[config.mk]
export PLATFORM = sky130hd
export DESIGN_NAME = five_lvl_gate_sel
export DESIGN_NICKNAME = d
export VERILOG_FILES = /design/src/rtl/five_lvl_gate_sel.sv
export SDC_FILE = /design/constraint.sdc
export NUM_CORES = 1
export LEC_CHECK = 0
export BUFFER_PORTS_ARGS = -buffer_cell sky130_fd_sc_hd__buf_4
export CAP_MARGIN = 25
export CORE_MARGIN = 2
export CORE_UTILIZATION = 53
export CTS_BUF_LIST = sky130_fd_sc_hd__clkbuf_8 sky130_fd_sc_hd__clkbuf_16
export CTS_CLUSTER_DIAMETER = 100
export CTS_CLUSTER_SIZE = 14
export DETAILED_ROUTE_END_ITERATION = 7
export PLACE_DENSITY = 0.78
export SLEW_MARGIN = 25
export SYNTH_ARGS = -nofsm -noshare
export SYNTH_HDL_FRONTEND = slang
export SYNTH_SLANG_ARGS = --single-unit
[constraint.sdc]
create_clock -name clk -period 1.6 [get_ports clk]
set_input_delay 0.24 -clock clk [delete_from_list [all_inputs] [get_ports clk]]
set_output_delay 0.24 -clock clk [all_outputs]
set_load 0.01 [all_outputs]
[src/rtl/five_lvl_gate_sel.sv]
module five_lvl_gate_sel #(
  parameter int DT_W = 8
) (
  input  logic            clk,
  input  logic            rst,
  input  logic            pwm_in,
  input  logic            cap_hi_in,
  input  logic            low_amp_in,
  input  logic            pol_pos_in,
  input  logic [DT_W-1:0] dead_cycles,
  output logic            buck_a,
  output logic            buck_b,
  output logic            brg_pos_a,
  output logic            brg_pos_b,
  output logic            brg_neg_a,
  output logic            brg_neg_b,
  output logic [2:0]      mode_code
);

  logic [2:0] s1, s2;
  logic       pwm_prev;
  logic       act_cap, act_low, act_pol;
  logic       mode_pol;
  logic       dead_q, br_pol;
  logic [DT_W-1:0] cnt;

  always_ff @(posedge clk) begin
    if (rst) begin
      s1 <= 3'b111;
      s2 <= 3'b111;
    end else begin
      s1 <= {cap_hi_in, low_amp_in, pol_pos_in};
      s2 <= s1;
    end
  end

  wire boundary = pwm_in & ~pwm_prev;
  wire cap_n = boundary ? s2[2] : act_cap;
  wire low_n = boundary ? s2[1] : act_low;
  wire pol_n = boundary ? s2[0] : act_pol;

  wire a_chops = low_n ? cap_n : ~cap_n;
  wire hold    = ~low_n;
  wire a_n     = a_chops ? pwm_in : hold;
  wire b_n     = a_chops ? hold : pwm_in;

  always_ff @(posedge clk) begin
    if (rst) begin
      pwm_prev <= 1'b0;
      act_cap  <= 1'b1;
      act_low  <= 1'b1;
      act_pol  <= 1'b1;
      mode_pol <= 1'b1;
      buck_a   <= 1'b0;
      buck_b   <= 1'b0;
    end else begin
      pwm_prev <= pwm_in;
      act_cap  <= cap_n;
      act_low  <= low_n;
      act_pol  <= pol_n;
      mode_pol <= pol_n;
      buck_a   <= a_n;
      buck_b   <= b_n;
    end
  end

  always_ff @(posedge clk) begin
    if (rst) begin
      dead_q <= 1'b1;
      cnt    <= '0;
      br_pol <= 1'b1;
    end else if (!dead_q && br_pol != pol_n) begin
      dead_q <= 1'b1;
      cnt    <= dead_cycles;
    end else if (dead_q) begin
      if (cnt == '0) begin
        dead_q <= 1'b0;
        br_pol <= pol_n;
      end else begin
        cnt <= cnt - 1'b1;
      end
    end
  end

  assign brg_pos_a = ~dead_q & br_pol;
  assign brg_pos_b = ~dead_q & br_pol;
  assign brg_neg_a = ~dead_q & ~br_pol;
  assign brg_neg_b = ~dead_q & ~br_pol;

  wire [1:0] base = ( buck_a & ~buck_b) ? 2'd0 :
                    (~buck_a &  buck_b) ? 2'd1 :
                    (~buck_a & ~buck_b) ? 2'd2 : 2'd3;
  assign mode_code = {~mode_pol, base};

endmodule

==> results.cfg <==
[power]
power.leakage_nw = 0.6228
power_switching_mw = 0.8679
p_per_area_mw_per_mm2 = 1665
seqPwrFrac_pct = 31.8
ir_worst_vdd_v = 0.001291
total_power_mw = 2.370
clkPwrFrac_pct = 22.6
intPower_mw = 1.503
netSwitchingFraction_pct = 36.61
combPwrFrac_pct = 45.6

[worst_setup_path]
worstSetupPathType = reg2reg
worstPathArrival_ns = 1.69
crit_buf_inv = 2
cp_slowest_cell = dfxtp_2
crit_chain = inv_1 -> ha_2 -> and4bb_4 -> nand2_4 -> buf_4 -> a211o_1
critPathMaxFanout = 6
cp.required_ns = 1.77
critPathTopFamily = simple AND/OR/NAND/NOR gates
cp-end-kind = register
cp_slowest_stage_delay_ns = 0.33
start_kind = register

[yosys]
synth_common_cells = dfxtp_1, a21oi_1, nand2_1
ys_ff_latch = 22
ys_warn_count = 0
async_flop_share_pct = 0
synthAdderAreaFrac_pct = 4.464
muxShareOfSynthArea_pct = 2.679
synthXorXnorAreaFrac_pct = 0
synth_compound_area_share_pct = 18.53
yosysMostFrequentCell = dfxtp_1
synthSimpleGateAreaFrac_pct = 28.13
synthTopCellsByArea = dfxtp_1, a21oi_1, ha_1
synth_top_family_by_area = simple AND/OR/NAND/NOR gates
syn_inst = 132
synth_top_area_share_pct = 39.29
synth_area_mm2 = 0.001121
yosys.area.top_type = dfxtp_1
syn_area_per_cell_um2 = 8.493
yosys.cell_types.count = 36
ys.flop_type = dfxtp_1
synth_edf_count = 0
synth_nets = 150
seq_area_frac_synth_pct = 39.29

[detailed_routing]
via_per_inst = 5.694
met1_length_mm = 1.170
drt_iter0_drc = 46
wl_met2_mm = 1.251
drc_errors = 0
top_layer = met4
antenna_left = 0
routedWlPerCell_um = 14.25
routed_wl_mm = 2.607
num_vias = 1042
firstDrtPassIters = 4
route.met3.wl_um = 150

[final_layout]
final_nets = 175
reg.largest.list = cnt: 8 flops, s1: 3 flops, s2: 3 flops
diodes = 0
largest_reg_flops = 8
stdcell_count = 183
layout-drive-gt1-share_pct = 30.77
finalCoreUtilization_pct = 71.84
syn_to_final_growth_pct = 27.01
fill_cells = 146
regMostFlops = cnt

[timing]
fin_setup_tns_ns = 0
max_slew.worst_pin.slew_ns = 0.3813
fin_crit_sh_pct = 94.94
finalSetupViolations = 0
skew_ns = 0.004160
drv_slew = 0
worst_slack_ns = 0.08093
fin_crit_ns = 1.519
rsz0062_at_grt = no
max_freq_mhz = 658.3
finalHoldViolCount = 0
relSlewSlack_pct = 74.35

[floorplan]
rows = 16
die_w_um = 49.99
die_height_um = 49.99
initial_utilization_pct = 56.57
ios = 23
dieArea_mm2 = 0.002499
core_area_mm2 = 0.001982

[cts]
clk_latency_ns = 0.27
path_clk_slew_ns = 0.08
htreeDepth = 1
postCtsHoldBufs = 0
root_buffer = clkbuf_8
cts_tree = yes
clockBufferDepth = 2
cts_sinks = 22
cts_made_buffers = 3

[global_route]
grt_max_degree = 23
grt_pass1_vias = 941
grt_usage_pct = 21.31
grt_pass1_wl_mm = 4.050
grt.overflow.total = 0
antenna_found_initial = 0

[placement]
place_congestion = 0.8357
dp.cells = 174
dpl_worst_slack_ns = 0.04762
hpwl_mm = 1.699
port_buffers = 22

[outcome]
status = finished, final reports clean

[run]
maxCapViolCount = 0

[min_path]
min_path_type = in2reg
[path summary, 6_finish.rpt]
check | from | endpoint | slack, ns | cells past startpoint
max | cnt[0] | br_pol | 0.08 | 6
min | pol_pos_in | s1[0] | 0.15 | 2
max reg2reg | cnt[0] | br_pol | 0.08 | 6
min reg2reg | s1[2] | s2[2] | 0.42 | 1
[placed cells by master, fill, tap and decap left out, types with 2 or more instances in the layout]
cell type / netlist / routed
buf_4: 2 / 27
dfxtp_1: 22 / 21
nand2_1: 9 / 9
a21oi_1: 10 / 9
inv_1: 8 / 8
nor2_1: 8 / 8
nand2b_1: 8 / 8
nand4_1: 7 / 7
or2_2: 6 / 6
nand3_1: 6 / 6
a31oi_1: 4 / 4
nor2b_1: 3 / 3
mux2i_1: 3 / 3
o21ai_0: 4 / 3
a21o_1: 3 / 3
ha_1: 4 / 3
clkbuf_8: 0 / 3
nor3_1: 2 / 2
nand2_4: 0 / 2
[repair_timing]
| item | CTS | global route |
|---|---|---|
| pin swaps | 0 | 4 |
| buffers inserted | 0 | 4 |
| gates resized for setup | 1 | 8 |
| cloned | 0 | 1 |
| endpoints found under the setup margin | 1 | 8 |
[power by group through the flow]
stage | Sequential [mW] | Combinational, mW | Clock [mW]
4_1_cts | 0.738 | 0.852 | 0.527
2_1_floorplan | 0.711 | 0.693 | 0
3_3_place_gp | 0.743 | 0.777 | 0
6_report | 0.755 | 1.08 | 0.535
3_5_place_dp | 0.749 | 0.813 | 0
5_1_grt | 0.765 | 1.17 | 0.548
[final cells by class]
class                      count  area (um^2)  area share [%]
clock inverter                 1        30.03           2.109
clock buffer                   3        41.29           2.900
timing repair buffer          27        202.7           14.24
sequential                    22        441.7           31.02
inverter                       8        30.03           2.109
multi-input combinational     95        644.4           45.25
tap                           27        33.78           2.373
[per-stage QoR]
step | cell area, um^2 | hold WS, ns
finish | 1424 | 0.1467
CTS | 1356 | 0.1504
global route | 1424 | 0.1521
global placement | 1280 | 0.3939
floorplan | 1121 | 0.3116
detailed placement | 1280 | 0.3966
[worst register-to-register path, cell delays in order, from the launching register on]
cell	delay, ns
dfxtp_2	0.33
inv_1	0.11
ha_2	0.20
and4bb_4	0.29
nand2_4	0.09
buf_4	0.13
a211o_1	0.27
[kinds of logic after synthesis]
logic type                 count (synthesis)
buffers and inverters                     16
DFF                                       22
AOI/OAI and AO/OA                         31
adders and majority gates                  4
muxes                                      3
and+or+nand+nor                           56
[routing by layer]
metal | vias up | global-route usage [%]
met2 | 44 | 35.75
li1 | 513 | -
met3 | 5 | 4.545
met4 | 0 | 7.407
met5 | - | 0
met1 | 480 | 26.70
Power figures use the tool's default switching activity.
